`config.mk`:
```
export PLATFORM = sky130hd
export DESIGN_NAME = i2c_stretch_target
export DESIGN_NICKNAME = d
export VERILOG_FILES = /design/src/rtl/i2c_tgt_pkg.sv /design/src/rtl/i2c_tgt_sync.sv /design/src/rtl/i2c_tgt_ctrl.sv /design/src/rtl/i2c_tgt_hostif.sv /design/src/rtl/i2c_stretch_target.sv
export SDC_FILE = /design/constraint.sdc
export NUM_CORES = 1
export LEC_CHECK = 0
export ABC_CLOCK_PERIOD_IN_PS = 2200
export BUFFER_PORTS_ARGS = -buffer_cell sky130_fd_sc_hd__clkbuf_2
export CAP_MARGIN = 20
export CORE_MARGIN = 3
export CORE_UTILIZATION = 50
export DETAILED_ROUTE_END_ITERATION = 10
export PLACE_DENSITY = 0.71
export SLEW_MARGIN = 20
export SYNTH_ARGS = -nofsm -noshare
export SYNTH_HDL_FRONTEND = slang
export SYNTH_HIERARCHICAL = 1
export SYNTH_SLANG_ARGS = --single-unit
export TNS_END_PERCENT = 10
```
`constraint.sdc`:
```
create_clock -name clk_i -period 2.2 [get_ports clk_i]
set_input_delay 0 -clock clk_i [delete_from_list [all_inputs] [get_ports clk_i]]
set_output_delay 0 -clock clk_i [all_outputs]
set_load 0.05 [all_outputs]
```
`src/rtl/i2c_tgt_pkg.sv`:
```
package i2c_tgt_pkg;
  typedef enum logic [2:0] {
    ST_IDLE,
    ST_ADDR,
    ST_RX,
    ST_TX,
    ST_HOLD
  } tgt_state_e;
endpackage

```
`src/rtl/i2c_tgt_sync.sv`:
```
module i2c_tgt_sync #(
  parameter int STAGES = 2
) (
  input  logic clk_i,
  input  logic rst_ni,
  input  logic scl_i,
  input  logic sda_i,
  output logic scl_o,
  output logic sda_o,
  output logic scl_rise_o,
  output logic scl_fall_o,
  output logic start_o,
  output logic stop_o
);
  localparam int LINES = 2;

  logic [LINES-1:0] raw, lvl, lvl_q;
  assign raw = {scl_i, sda_i};

  for (genvar g = 0; g < LINES; g++) begin : g_line
    logic [STAGES-1:0] pipe_q;
    always_ff @(posedge clk_i or negedge rst_ni) begin
      if (!rst_ni) pipe_q <= '1;
      else         pipe_q <= {pipe_q[STAGES-2:0], raw[g]};
    end
    assign lvl[g] = pipe_q[STAGES-1];
  end

  always_ff @(posedge clk_i or negedge rst_ni) begin
    if (!rst_ni) lvl_q <= '1;
    else         lvl_q <= lvl;
  end

  assign scl_o      = lvl[1];
  assign sda_o      = lvl[0];
  assign scl_rise_o = lvl[1] & ~lvl_q[1];
  assign scl_fall_o = ~lvl[1] & lvl_q[1];
  // bus conditions: SDA moves while SCL stays high
  assign start_o    = lvl[1] & lvl_q[1] & lvl_q[0] & ~lvl[0];
  assign stop_o     = lvl[1] & lvl_q[1] & ~lvl_q[0] & lvl[0];
endmodule

```
`src/rtl/i2c_tgt_ctrl.sv`:
```
module i2c_tgt_ctrl
  import i2c_tgt_pkg::*;
#(
  parameter int DATA_W = 8,
  parameter int ADDR_W = DATA_W - 1
) (
  input  logic              clk_i,
  input  logic              rst_ni,
  input  logic [ADDR_W-1:0] own_addr_i,
  input  logic              scl_s_i,
  input  logic              sda_s_i,
  input  logic              scl_rise_i,
  input  logic              scl_fall_i,
  input  logic              start_i,
  input  logic              stop_i,
  input  logic              buf_full_i,
  input  logic              rel_i,
  input  logic              tx_we_i,
  input  logic [DATA_W-1:0] tx_data_i,
  output logic              scl_pull_o,
  output logic              sda_pull_o,
  output logic              rd_mode_o,
  output logic              take_o,
  output logic              ev_rx_load_o,
  output logic              ev_addr_copy_o,
  output logic              ev_byte_end_o,
  output logic              ev_ovf_o,
  output logic              ev_hold_o,
  output logic [DATA_W-1:0] shift_o
);
  localparam int CNT_W = $clog2(DATA_W + 2);
  localparam logic [CNT_W-1:0] LAST  = CNT_W'(DATA_W);
  localparam logic [CNT_W-1:0] NINTH = CNT_W'(DATA_W + 1);

  tgt_state_e        state_q;
  logic [CNT_W-1:0]  cnt_q;
  logic [DATA_W-1:0] sr_q, tx_q;
  logic              ack_q, rd_q, mack_q, tx_done_q;

  assign take_o = (state_q == ST_HOLD) && rel_i;

  always_ff @(posedge clk_i or negedge rst_ni) begin
    if (!rst_ni) begin
      state_q        <= ST_IDLE;
      cnt_q          <= '0;
      sr_q           <= '0;
      tx_q           <= '0;
      ack_q          <= 1'b0;
      rd_q           <= 1'b0;
      mack_q         <= 1'b0;
      tx_done_q      <= 1'b0;
      ev_rx_load_o   <= 1'b0;
      ev_addr_copy_o <= 1'b0;
      ev_byte_end_o  <= 1'b0;
      ev_ovf_o       <= 1'b0;
      ev_hold_o      <= 1'b0;
    end else begin
      ev_rx_load_o   <= 1'b0;
      ev_addr_copy_o <= 1'b0;
      ev_byte_end_o  <= 1'b0;
      ev_ovf_o       <= 1'b0;
      ev_hold_o      <= 1'b0;
      if (tx_we_i && state_q != ST_TX) tx_q <= tx_data_i;
      if (stop_i) begin
        state_q <= ST_IDLE;
        cnt_q   <= '0;
        ack_q   <= 1'b0;
        rd_q    <= 1'b0;
      end else if (start_i) begin
        state_q <= ST_ADDR;
        cnt_q   <= '0;
        ack_q   <= 1'b0;
        rd_q    <= 1'b0;
      end else begin
        case (state_q)
          ST_IDLE: ;
          ST_HOLD: begin
            if (rel_i) begin
              state_q   <= ST_TX;
              cnt_q     <= '0;
              tx_done_q <= 1'b0;
            end
          end
          default: begin
            if (scl_rise_i && cnt_q <= LAST) begin
              if (cnt_q < LAST) sr_q <= {sr_q[DATA_W-2:0], sda_s_i};
              else              mack_q <= ~sda_s_i;
              cnt_q <= cnt_q + 1'b1;
            end
            if (scl_fall_i) begin
              if (cnt_q == LAST) begin
                tx_done_q <= 1'b1;
                case (state_q)
                  ST_ADDR: begin
                    if (sr_q[DATA_W-1 -: ADDR_W] == own_addr_i) begin
                      ack_q <= 1'b1;
                      if (sr_q[0]) begin
                        rd_q           <= 1'b1;
                        ev_addr_copy_o <= 1'b1;
                      end
                    end else begin
                      state_q <= ST_IDLE;
                    end
                  end
                  ST_RX: begin
                    if (buf_full_i) ev_ovf_o <= 1'b1;
                    else begin
                      ack_q        <= 1'b1;
                      ev_rx_load_o <= 1'b1;
                    end
                  end
                  default: ;
                endcase
              end else if (cnt_q == NINTH) begin
                ack_q         <= 1'b0;
                cnt_q         <= '0;
                ev_byte_end_o <= 1'b1;
                case (state_q)
                  ST_ADDR: begin
                    if (rd_q) begin
                      state_q   <= ST_HOLD;
                      ev_hold_o <= 1'b1;
                    end else begin
                      state_q <= ST_RX;
                    end
                  end
                  ST_TX: begin
                    if (mack_q) begin
                      state_q   <= ST_HOLD;
                      ev_hold_o <= 1'b1;
                    end else begin
                      state_q <= ST_IDLE;
                      rd_q    <= 1'b0;
                    end
                  end
                  default: ;
                endcase
              end else if (state_q == ST_TX && cnt_q != '0) begin
                tx_q <= {tx_q[DATA_W-2:0], 1'b0};
              end
            end
          end
        endcase
      end
    end
  end

  assign scl_pull_o = (state_q == ST_HOLD);
  assign sda_pull_o = ack_q | ((state_q == ST_TX) && !tx_done_q && !tx_q[DATA_W-1]);
  assign rd_mode_o  = rd_q;
  assign shift_o    = sr_q;

  // a hold persists until the host grants release
  p_hold_until_rel_r5: assert property (@(posedge clk_i) disable iff (!rst_ni)
    (state_q == ST_HOLD && !rel_i && !start_i && !stop_i) |=> scl_pull_o);

  // transmitted bit is steady through the SCL high phase
  p_tx_sda_steady_r6: assert property (@(posedge clk_i) disable iff (!rst_ni)
    (state_q == ST_TX && scl_s_i && !scl_rise_i) |-> $stable(sda_pull_o));
endmodule

```
`src/rtl/i2c_tgt_hostif.sv`:
```
module i2c_tgt_hostif #(
  parameter int DATA_W = 8
) (
  input  logic              clk_i,
  input  logic              rst_ni,
  input  logic              buf_we_i,
  input  logic [DATA_W-1:0] buf_wdata_i,
  input  logic              buf_re_i,
  input  logic              rel_set_i,
  input  logic              irq_clr_i,
  input  logic              ovf_clr_i,
  input  logic              hold_i,
  input  logic              take_i,
  input  logic              ev_rx_load_i,
  input  logic              ev_addr_copy_i,
  input  logic              ev_byte_end_i,
  input  logic              ev_ovf_i,
  input  logic              ev_hold_i,
  input  logic [DATA_W-1:0] rx_data_i,
  output logic [DATA_W-1:0] buf_o,
  output logic              buf_full_o,
  output logic              ovf_o,
  output logic              irq_o,
  output logic              rel_o
);
  logic loaded_q;

  always_ff @(posedge clk_i or negedge rst_ni) begin
    if (!rst_ni) begin
      buf_o      <= '0;
      buf_full_o <= 1'b0;
      ovf_o      <= 1'b0;
      irq_o      <= 1'b0;
      rel_o      <= 1'b0;
      loaded_q   <= 1'b0;
    end else begin
      if (ev_rx_load_i || ev_addr_copy_i) buf_o <= rx_data_i;
      else if (buf_we_i)                  buf_o <= buf_wdata_i;

      if (ev_rx_load_i)  buf_full_o <= 1'b1;
      else if (buf_re_i) buf_full_o <= 1'b0;

      if (ev_ovf_i)       ovf_o <= 1'b1;
      else if (ovf_clr_i) ovf_o <= 1'b0;

      if (ev_byte_end_i)  irq_o <= 1'b1;
      else if (irq_clr_i) irq_o <= 1'b0;

      // each hold needs a fresh write, then a fresh release
      if (ev_hold_i || take_i) loaded_q <= 1'b0;
      else if (buf_we_i)       loaded_q <= 1'b1;

      if (take_i)                                rel_o <= 1'b0;
      else if (rel_set_i && loaded_q && hold_i)  rel_o <= 1'b1;
    end
  end

  p_rel_after_write_r5: assert property (@(posedge clk_i) disable iff (!rst_ni)
    $rose(rel_o) |-> $past(loaded_q));

  p_full_clr_on_read_r9: assert property (@(posedge clk_i) disable iff (!rst_ni)
    (buf_re_i && !ev_rx_load_i) |=> !buf_full_o);

  p_irq_sticky_r8: assert property (@(posedge clk_i) disable iff (!rst_ni)
    (irq_o && !irq_clr_i) |=> irq_o);
endmodule

```
`src/rtl/i2c_stretch_target.sv`:
```
module i2c_stretch_target #(
  parameter int DATA_W      = 8,
  parameter int SYNC_STAGES = 2,
  localparam int ADDR_W     = DATA_W - 1
) (
  input  logic              clk_i,
  input  logic              rst_ni,
  input  logic [ADDR_W-1:0] own_addr_i,
  input  logic              scl_i,
  input  logic              sda_i,
  output logic              scl_pull_o,
  output logic              sda_pull_o,
  input  logic [DATA_W-1:0] buf_wdata_i,
  input  logic              buf_we_i,
  input  logic              buf_re_i,
  output logic [DATA_W-1:0] buf_rdata_o,
  input  logic              rel_set_i,
  input  logic              irq_clr_i,
  input  logic              ovf_clr_i,
  output logic              buf_full_o,
  output logic              ovf_o,
  output logic              rd_mode_o,
  output logic              irq_o
);
  logic scl_s, sda_s, scl_rise, scl_fall, start_c, stop_c;
  logic rel, take;
  logic ev_rx_load, ev_addr_copy, ev_byte_end, ev_ovf, ev_hold;
  logic [DATA_W-1:0] shift;

  i2c_tgt_sync #(.STAGES(SYNC_STAGES)) u_sync (
    .clk_i      (clk_i),
    .rst_ni     (rst_ni),
    .scl_i      (scl_i),
    .sda_i      (sda_i),
    .scl_o      (scl_s),
    .sda_o      (sda_s),
    .scl_rise_o (scl_rise),
    .scl_fall_o (scl_fall),
    .start_o    (start_c),
    .stop_o     (stop_c)
  );

  i2c_tgt_ctrl #(.DATA_W(DATA_W), .ADDR_W(ADDR_W)) u_ctrl (
    .clk_i          (clk_i),
    .rst_ni         (rst_ni),
    .own_addr_i     (own_addr_i),
    .scl_s_i        (scl_s),
    .sda_s_i        (sda_s),
    .scl_rise_i     (scl_rise),
    .scl_fall_i     (scl_fall),
    .start_i        (start_c),
    .stop_i         (stop_c),
    .buf_full_i     (buf_full_o),
    .rel_i          (rel),
    .tx_we_i        (buf_we_i),
    .tx_data_i      (buf_wdata_i),
    .scl_pull_o     (scl_pull_o),
    .sda_pull_o     (sda_pull_o),
    .rd_mode_o      (rd_mode_o),
    .take_o         (take),
    .ev_rx_load_o   (ev_rx_load),
    .ev_addr_copy_o (ev_addr_copy),
    .ev_byte_end_o  (ev_byte_end),
    .ev_ovf_o       (ev_ovf),
    .ev_hold_o      (ev_hold),
    .shift_o        (shift)
  );

  i2c_tgt_hostif #(.DATA_W(DATA_W)) u_host (
    .clk_i          (clk_i),
    .rst_ni         (rst_ni),
    .buf_we_i       (buf_we_i),
    .buf_wdata_i    (buf_wdata_i),
    .buf_re_i       (buf_re_i),
    .rel_set_i      (rel_set_i),
    .irq_clr_i      (irq_clr_i),
    .ovf_clr_i      (ovf_clr_i),
    .hold_i         (scl_pull_o),
    .take_i         (take),
    .ev_rx_load_i   (ev_rx_load),
    .ev_addr_copy_i (ev_addr_copy),
    .ev_byte_end_i  (ev_byte_end),
    .ev_ovf_i       (ev_ovf),
    .ev_hold_i      (ev_hold),
    .rx_data_i      (shift),
    .buf_o          (buf_rdata_o),
    .buf_full_o     (buf_full_o),
    .ovf_o          (ovf_o),
    .irq_o          (irq_o),
    .rel_o          (rel)
  );

  // the cycle the overrun is flagged, the byte is not being acknowledged
  p_ovf_no_ack_r10: assert property (@(posedge clk_i) disable iff (!rst_ni)
    $rose(ovf_o) |-> !sda_pull_o);
endmodule

```
==> flow_metrics.py, run 1 <==
metrics = {
    "routing": {
        "drt_iter0_drc": 141,
        "vias_per_cell": 5.398,
        "drcViolationCount": 0,
        "wl_per_cell_um": 15.60,
        "wl_um": 5366,
        "vias": 1857,
        "antenna_left": 0,
        "first_pass_iters": 5,
    },
    "critical_path": {
        "worstPathMaxFanout": 8,
        "startpoint_type": "flip-flop",
        "r2r_slack_ps": 150,
        "rr_startpoint": "u_ctrl/cnt_q[0]$_DFFE_PN0P_",
        "required_ps": 2400,
        "arrival_ps": 2240,
        "rr_worst_depth": 7,
        "cp-end-kind": "flip-flop",
        "path_class": "flip-flop to flip-flop",
        "r2r_end": "u_ctrl/state_q[1]$_DFFE_PN0P_",
    },
    "floorplanning": {
        "die_w_um": 76.94,
        "ioPinCount": 38,
        "core_sq_mm": 0.004786,
        "rows": 25,
        "start_util_pct": 52.58,
        "die_y_um": 76.94,
        "die_area_sq_mm": 0.005920,
    },
    "clocking": {
        "cts_tree": "yes",
        "clkTransAtPathRegs_ps": 90,
        "htree_levels": 2,
        "cts_buffer_depth": 2,
        "clock_latency_ps": 310,
        "numCtsBuffers": 5,
        "post-cts-setup-buffers": 0,
        "clockRootBuffer": "clkbuf_8",
        "cts_sinks": 51,
    },
    "timing": {
        "hold_viol_final": 0,
        "tightest_slew_ps": 641.5,
        "max_slew_margin_pct": 57.23,
        "min_period_ps": 2048,
        "max_freq_mhz": 488.4,
        "fin_tns_setup_ps": 0,
        "fin_worst_skew_ps": 9.943,
        "fin_crit_sh_pct": 93.07,
        "setup_viol_count_final": 0,
        "drv_slew": 0,
        "rsz0062_at_grt": "no",
    },
    "synth": {
        "yosysSeqAreaShare_pct": 51.02,
        "syn_inst": 224,
        "synth_edf_count": 0,
        "ys.flop_type": "dfrtp_1",
        "ys_ff_latch": 51,
        "postSynthAreaPerCell_sq_um": 11.23,
        "async_flop_share_pct": 100.0,
        "ys_types": 50,
        "syn_nets": 251,
        "ys_warn_count": 6,
        "synthesis.area_sq_mm": 0.002516,
    },
    "worst_hold_path": {
        "hold_path_end": "u_host/buf_o[4]$_DFFE_PN0P_",
        "hold_path.class": "input pin to flip-flop",
        "hold_path_depth": 3,
        "hold_path.startpoint": "buf_wdata_i[4]",
    },
    "placement": {
        "hpwl_um": 3794,
        "gp_congestion": 0.9798,
        "dp.cells": 326,
        "portBuffers": 37,
    },
    "cells_and_area": {
        "drive_gt1_share_pct": 28.52,
        "multi_input_area_sq_mm": 0.001145,
        "area_growth_pct": 17.70,
        "fillers": 392,
        "nNetsFinal": 303,
        "final_cells": 344,
        "seq_area_sq_mm": 0.001284,
        "diodes": 0,
    },
    "grt": {
        "grt.overflow.total": 0,
        "grt_start_max_net_pins": 52,
        "grt_pass1_vias": 1783,
        "grt_usage_pct": 18.95,
        "antenna_found_initial": 0,
        "grt_pass1_wl_um": 8825,
    },
    "status": {
        "status": "complete, no violations",
    },
    "power_and_ir_drop": {
        "peakVddDrop_mv": 0.7580,
        "powerDensity_mw_per_mm2": 1031,
        "leakage_uw": 0.001397,
    },
    "flow_run": {
        "drv_cap": 0,
    },
}
registers in the layout, indices dropped and copies added (netlist names):
signal	count
u_ctrl/ev_rx_load_o	1
u_host/rel_o	1
u_host/buf_full_o	1
u_ctrl/tx_q	8
u_ctrl/cnt_q	4
u_sync/g_line.pipe_q	4
u_ctrl/ev_addr_copy_o	1
u_ctrl/state_q	3
u_ctrl/ack_q	1
u_ctrl/shift_o	8
u_ctrl/ev_hold_o	1
u_host/loaded_q	1
u_ctrl/tx_done_q	1
u_ctrl/rd_mode_o	1
u_ctrl/ev_byte_end_o	1
u_sync/lvl_q	2
u_ctrl/mack_q	1
u_ctrl/ev_ovf_o	1
u_host/buf_o	8
u_host/irq_o	1
u_host/ovf_o	1
worst max-delay path: stages (launching register included):
cell	delay, ps
dfrtp_1	440
inv_1	80
ha_1	210
and3b_1	390
inv_2	80
nor4_4	300
nor3_2	110
mux2_1	330
layout make-up:
cell class / count / area share (%)
sequential: 51 / 43.35
multi-input combinational: 155 / 38.66
timing repair buffer: 52 / 10.90
tap: 67 / 2.831
clock buffer: 6 / 2.450
inverter: 11 / 1.394
clock inverter: 2 / 0.4225
per-layer routing:
layer	GRT usage, %	part of all wire (%)	vias up
met3	5.516	6.0	18
met1	25.86	45	862
met2	28.48	46	77
met4	7.246	2.3	0
li1	-	-	900
met5	0	0	-
synthesized netlist by cell type (3+ instances only):
master	n	area, sq um
a21o_1	4	30.03
a21oi_1	11	55.05
a31oi_1	3	18.77
buf_2	3	15.01
dfrtp_1	45	1126
dfstp_2	6	157.7
ha_1	3	37.54
inv_1	8	30.03
mux2_1	3	33.78
mux2_4	8	120.1
mux2i_1	16	160.2
nand2_1	10	37.54
nand2b_1	4	25.02
nand3_1	4	20.02
nor2_1	22	82.58
nor3_1	6	30.03
nor4_1	4	25.02
o21ai_0	10	50.05
o21ai_2	8	70.07
xnor2_1	8	70.07
worst max-delay path by stage:
| stage | slack (ps) | from | to |
|---|---|---|---|
| 2_1_floorplan | 150 | u_sync/g_line[0].pipe_q[1]$_DFF_PN1_ | u_ctrl/shift_o[0]$_DFFE_PN0P_ |
| 3_3_place_gp | 190 | u_sync/g_line[1].pipe_q[1]$_DFF_PN1_ | u_ctrl/state_q[2]$_DFFE_PN0P_ |
| 3_5_place_dp | 100 | u_sync/g_line[0].pipe_q[1]$_DFF_PN1_ | u_ctrl/state_q[1]$_DFFE_PN0P_ |
| 4_1_cts | 90 | u_sync/g_line[1].pipe_q[1]$_DFF_PN1_ | u_ctrl/state_q[1]$_DFFE_PN0P_ |
| 5_1_grt | 50 | u_ctrl/cnt_q[0]$_DFFE_PN0P_ | u_ctrl/state_q[1]$_DFFE_PN0P_ |
| 6_report | 150 | u_ctrl/cnt_q[0]$_DFFE_PN0P_ | u_ctrl/state_q[1]$_DFFE_PN0P_ |
kinds of logic (layout without fill, tap and decap cells):
family | count (synthesis) | count (layout) | synth area share (%)
DFF | 51 | 51 | 51.02
xor gates and xnor gates | 9 | 9 | 3.133
adders and majority gates | 3 | 3 | 1.492
AOI/OAI and AO/OA | 47 | 47 | 12.88
and+or+nand+nor | 69 | 69 | 15.42
buffers and inverters | 18 | 71 | 3.580
muxes | 27 | 27 | 12.48
through the flow:
step / utilization (%) / total power (uW) / instance area, sq um / worst slack, ps / hold WS [ps]
after floorplan: - / 2212 / 2516 / 151.8 / -295.6
after global placement: 57.96 / 2484 / 2774 / 191.1 / 88.89
after detailed placement: 57.96 / 2519 / 2774 / 99.63 / 89.66
after CTS: 61.83 / 3064 / 2959 / 85.42 / 1.181
after global routing: 61.88 / 3250 / 2962 / 48.68 / 3.266
final: 61.88 / 3054 / 2962 / 152.5 / 11.10
where the power goes:
group          leakage, uW  switching, uW  internal (uW)
clock network    0.0000412            309            223
logic             0.000731            557            501
registers         0.000625            283           1180
repair_timing:
| item | CTS | global route |
|---|---|---|
| hold buffers | 10 | 0 |
| endpoints found under the hold margin | 54 | 0 |
| setup endpoints to repair | 0 | 2 |
| gates resized for setup | 0 | 1 |
cell usage in the layout, fill, tap and decap left out, types with 2 or more instances in the layout:
cell and n:
mux2_1 3, dlygate4sd3_1 10, inv_2 2, and4b_1 2, xnor2_1 8, nand3_1 4
a31oi_1 3, inv_1 8, buf_4 5, nor2_1 22, nand2_1 10, a21oi_1 11
clkbuf_8 5, nand2b_1 4, nor2b_1 2, nor4_1 4, nor4_4 2, dfrtp_1 45
ha_1 3, nor3_1 6, a21o_1 4, o21ai_0 10, nand3b_1 2, and2_1 2
mux2_4 8, mux2i_1 16, clkbuf_2 37, dfstp_2 6, o21ai_2 8
Power figures use the tool's default switching activity.
==> run 2, diff against run 1 <==
Settings changed: CORE_ASPECT_RATIO set to 0.7.
==> flow_metrics.py, run 2 (synthesis results as in run 1) <==
metrics = {
    "placement": {
        "pre_cts_ws_ps": 155.6,
        "gp_congestion": 0.9086,
        "hpwl_um": 3893,
        "portBuffers": 37,
    },
    "timing": {
        "fin_worst_skew_ps": 6.783,
        "tightest_slew_ps": 637.5,
        "finalWorstSetupSlack_ps": 162.0,
        "drv_slew": 0,
        "min_period_ps": 2038,
        "hold_ws_ps": 16.76,
        "rsz0062_at_grt": "no",
        "fin_crit_sh_pct": 92.63,
        "max_freq_mhz": 490.7,
        "max_slew_margin_pct": 57.50,
        "setup_viol_count_final": 0,
        "hold_viol_final": 0,
        "fin_tns_setup_ps": 0,
    },
    "worst_hold_path": {
        "hold_path_depth": 3,
        "hold_path_end": "u_host/buf_o[4]$_DFFE_PN0P_",
        "hold_path.startpoint": "buf_wdata_i[4]",
        "hold_path.class": "input pin to flip-flop",
    },
    "cells_and_area": {
        "mostFrequentLayoutCells": "dfrtp_1, clkbuf_2, nor2_1, mux2i_1, a21oi_1",
        "final_common_cell": "dfrtp_1",
        "nNetsFinal": 302,
        "area_growth_pct": 19.64,
        "diodes": 0,
        "postLayoutCoreUtil_pct": 65.74,
        "drive_gt1_share_pct": 28.62,
        "fillers": 371,
    },
    "routing": {
        "antenna_left": 0,
        "drcViolationCount": 0,
        "vias_per_cell": 5.442,
        "first_pass_iters": 4,
        "vias": 1861,
        "drt_iter0_drc": 152,
        "wl_per_cell_um": 15.02,
        "wl_um": 5136,
    },
    "critical_path": {
        "rr_worst_depth": 5,
        "worstPathMaxFanout": 5,
        "rr_startpoint": "u_sync/g_line[0].pipe_q[1]$_DFF_PN1_",
        "arrival_ps": 2220,
        "path_cells": "and4b_1 -> nor4_1 -> and2_1 -> nor3_2 -> mux2_1",
        "r2r_slack_ps": 160,
        "cp-end-kind": "flip-flop",
        "cpPeakStageDelay_ps": 570,
        "crit_family": "simple AND/OR/NAND/NOR gates",
        "path_class": "flip-flop to flip-flop",
        "required_ps": 2380,
        "cpMaxStageDelayCell": "dfstp_2",
        "worst-path-buf-inv": 0,
        "r2r_end": "u_ctrl/state_q[2]$_DFFE_PN0P_",
        "startpoint_type": "flip-flop",
    },
    "clocking": {
        "cts_sinks": 51,
        "numCtsBuffers": 5,
        "clock_latency_ps": 290,
        "cts_tree": "yes",
        "cts_buffer_depth": 2,
        "clkTransAtPathRegs_ps": 90,
        "htree_levels": 2,
        "clockRootBuffer": "clkbuf_8",
        "post-cts-setup-buffers": 0,
    },
    "floorplanning": {
        "start_util_pct": 54.95,
        "die_w_um": 90.79,
        "core_sq_mm": 0.004579,
        "die_area_sq_mm": 0.005933,
        "die_y_um": 65.35,
        "rows": 20,
        "ioPinCount": 38,
    },
    "power_and_ir_drop": {
        "powerDensity_mw_per_mm2": 1080,
        "total_power_uw": 3251,
        "swShare_pct": 34.60,
        "seq_power_share_pct": 45.0,
        "leakage_uw": 0.001421,
        "combPwrFrac_pct": 32.0,
        "switchingPower_uw": 1125,
        "peakVddDrop_mv": 0.5691,
        "p_int_uw": 2126,
        "clock_power_share_pct": 23.1,
    },
    "grt": {
        "antenna_found_initial": 0,
        "grt.overflow.total": 0,
        "grt_usage_pct": 19.35,
        "grt_pass1_vias": 1802,
        "grt_pass1_wl_um": 9059,
        "grt_start_max_net_pins": 28,
    },
    "status": {
        "status": "complete, no violations",
    },
    "flow_run": {
        "drv_cap": 0,
    },
}
[run 2: repair_timing]
| item | 4_1_cts | 5_1_grt |
|---|---|---|
| hold buffers | 9 | 0 |
| endpoints found under the hold margin | 26 | 0 |
| resized for setup | 0 | 1 |
| endpoints found under the setup margin | 0 | 1 |
[run 2: metal layers]
| metal | up-vias | track usage [%] | wire length, um |
|---|---|---|---|
| met4 | 0 | 4.135 | 17 |
| met1 | 905 | 31.21 | 2848 |
| met3 | 2 | 3.890 | 307 |
| met2 | 59 | 26.41 | 1963 |
| li1 | 895 | - | - |
| met5 | - | 0 | 0 |
[run 2: per-stage QoR]
step	cells	instance area [sq um]
floorplan	224	2516
global placement	325	2785
detailed placement	325	2785
CTS	342	3008
global route	342	3010
finish	342	3010
[run 2: how the worst max path moves through the flow]
stage / slack [ps] / cells past startpoint / start / to
5_1_grt: 40 / 5 / u_sync/g_line[0].pipe_q[1]$_DFF_PN1_ / u_ctrl/state_q[2]$_DFFE_PN0P_
4_1_cts: 140 / 6 / u_sync/g_line[0].pipe_q[1]$_DFF_PN1_ / u_ctrl/state_q[2]$_DFFE_PN0P_
6_report: 160 / 5 / u_sync/g_line[0].pipe_q[1]$_DFF_PN1_ / u_ctrl/state_q[2]$_DFFE_PN0P_
3_5_place_dp: 160 / 6 / u_sync/g_line[0].pipe_q[1]$_DFF_PN1_ / u_ctrl/state_q[1]$_DFFE_PN0P_
3_3_place_gp: 190 / 6 / u_sync/g_line[1].pipe_q[1]$_DFF_PN1_ / u_ctrl/state_q[2]$_DFFE_PN0P_
2_1_floorplan: 150 / 5 / u_sync/g_line[0].pipe_q[1]$_DFF_PN1_ / u_ctrl/shift_o[0]$_DFFE_PN0P_
[run 2: worst reg2reg max path, stage by stage, from the launching register on]
cell,delay [ps]
dfstp_2,570
and4b_1,240
nor4_1,450
and2_1,280
nor3_2,90
mux2_1,320
[run 2: cell type report]
class / count / area, sq um / share of cell area [%]
clock buffer: 6 / 72.57 / 2.411
clock inverter: 2 / 60.06 / 1.995
inverter: 11 / 41.29 / 1.372
multi-input combinational: 155 / 1145 / 38.03
sequential: 51 / 1284 / 42.64
tap: 66 / 82.58 / 2.743
timing repair buffer: 51 / 325.3 / 10.81
[run 2: power by group through the flow]
| stage | registers [uW] | clock network (uW) | logic [uW] |
|---|---|---|---|
| 3_5_place_dp | 1470 | 0 | 1020 |
| 4_1_cts | 1450 | 768 | 1040 |
| 2_1_floorplan | 1410 | 0 | 798 |
| 3_3_place_gp | 1470 | 0 | 1010 |
| 5_1_grt | 1520 | 801 | 1150 |
| 6_report | 1460 | 750 | 1040 |
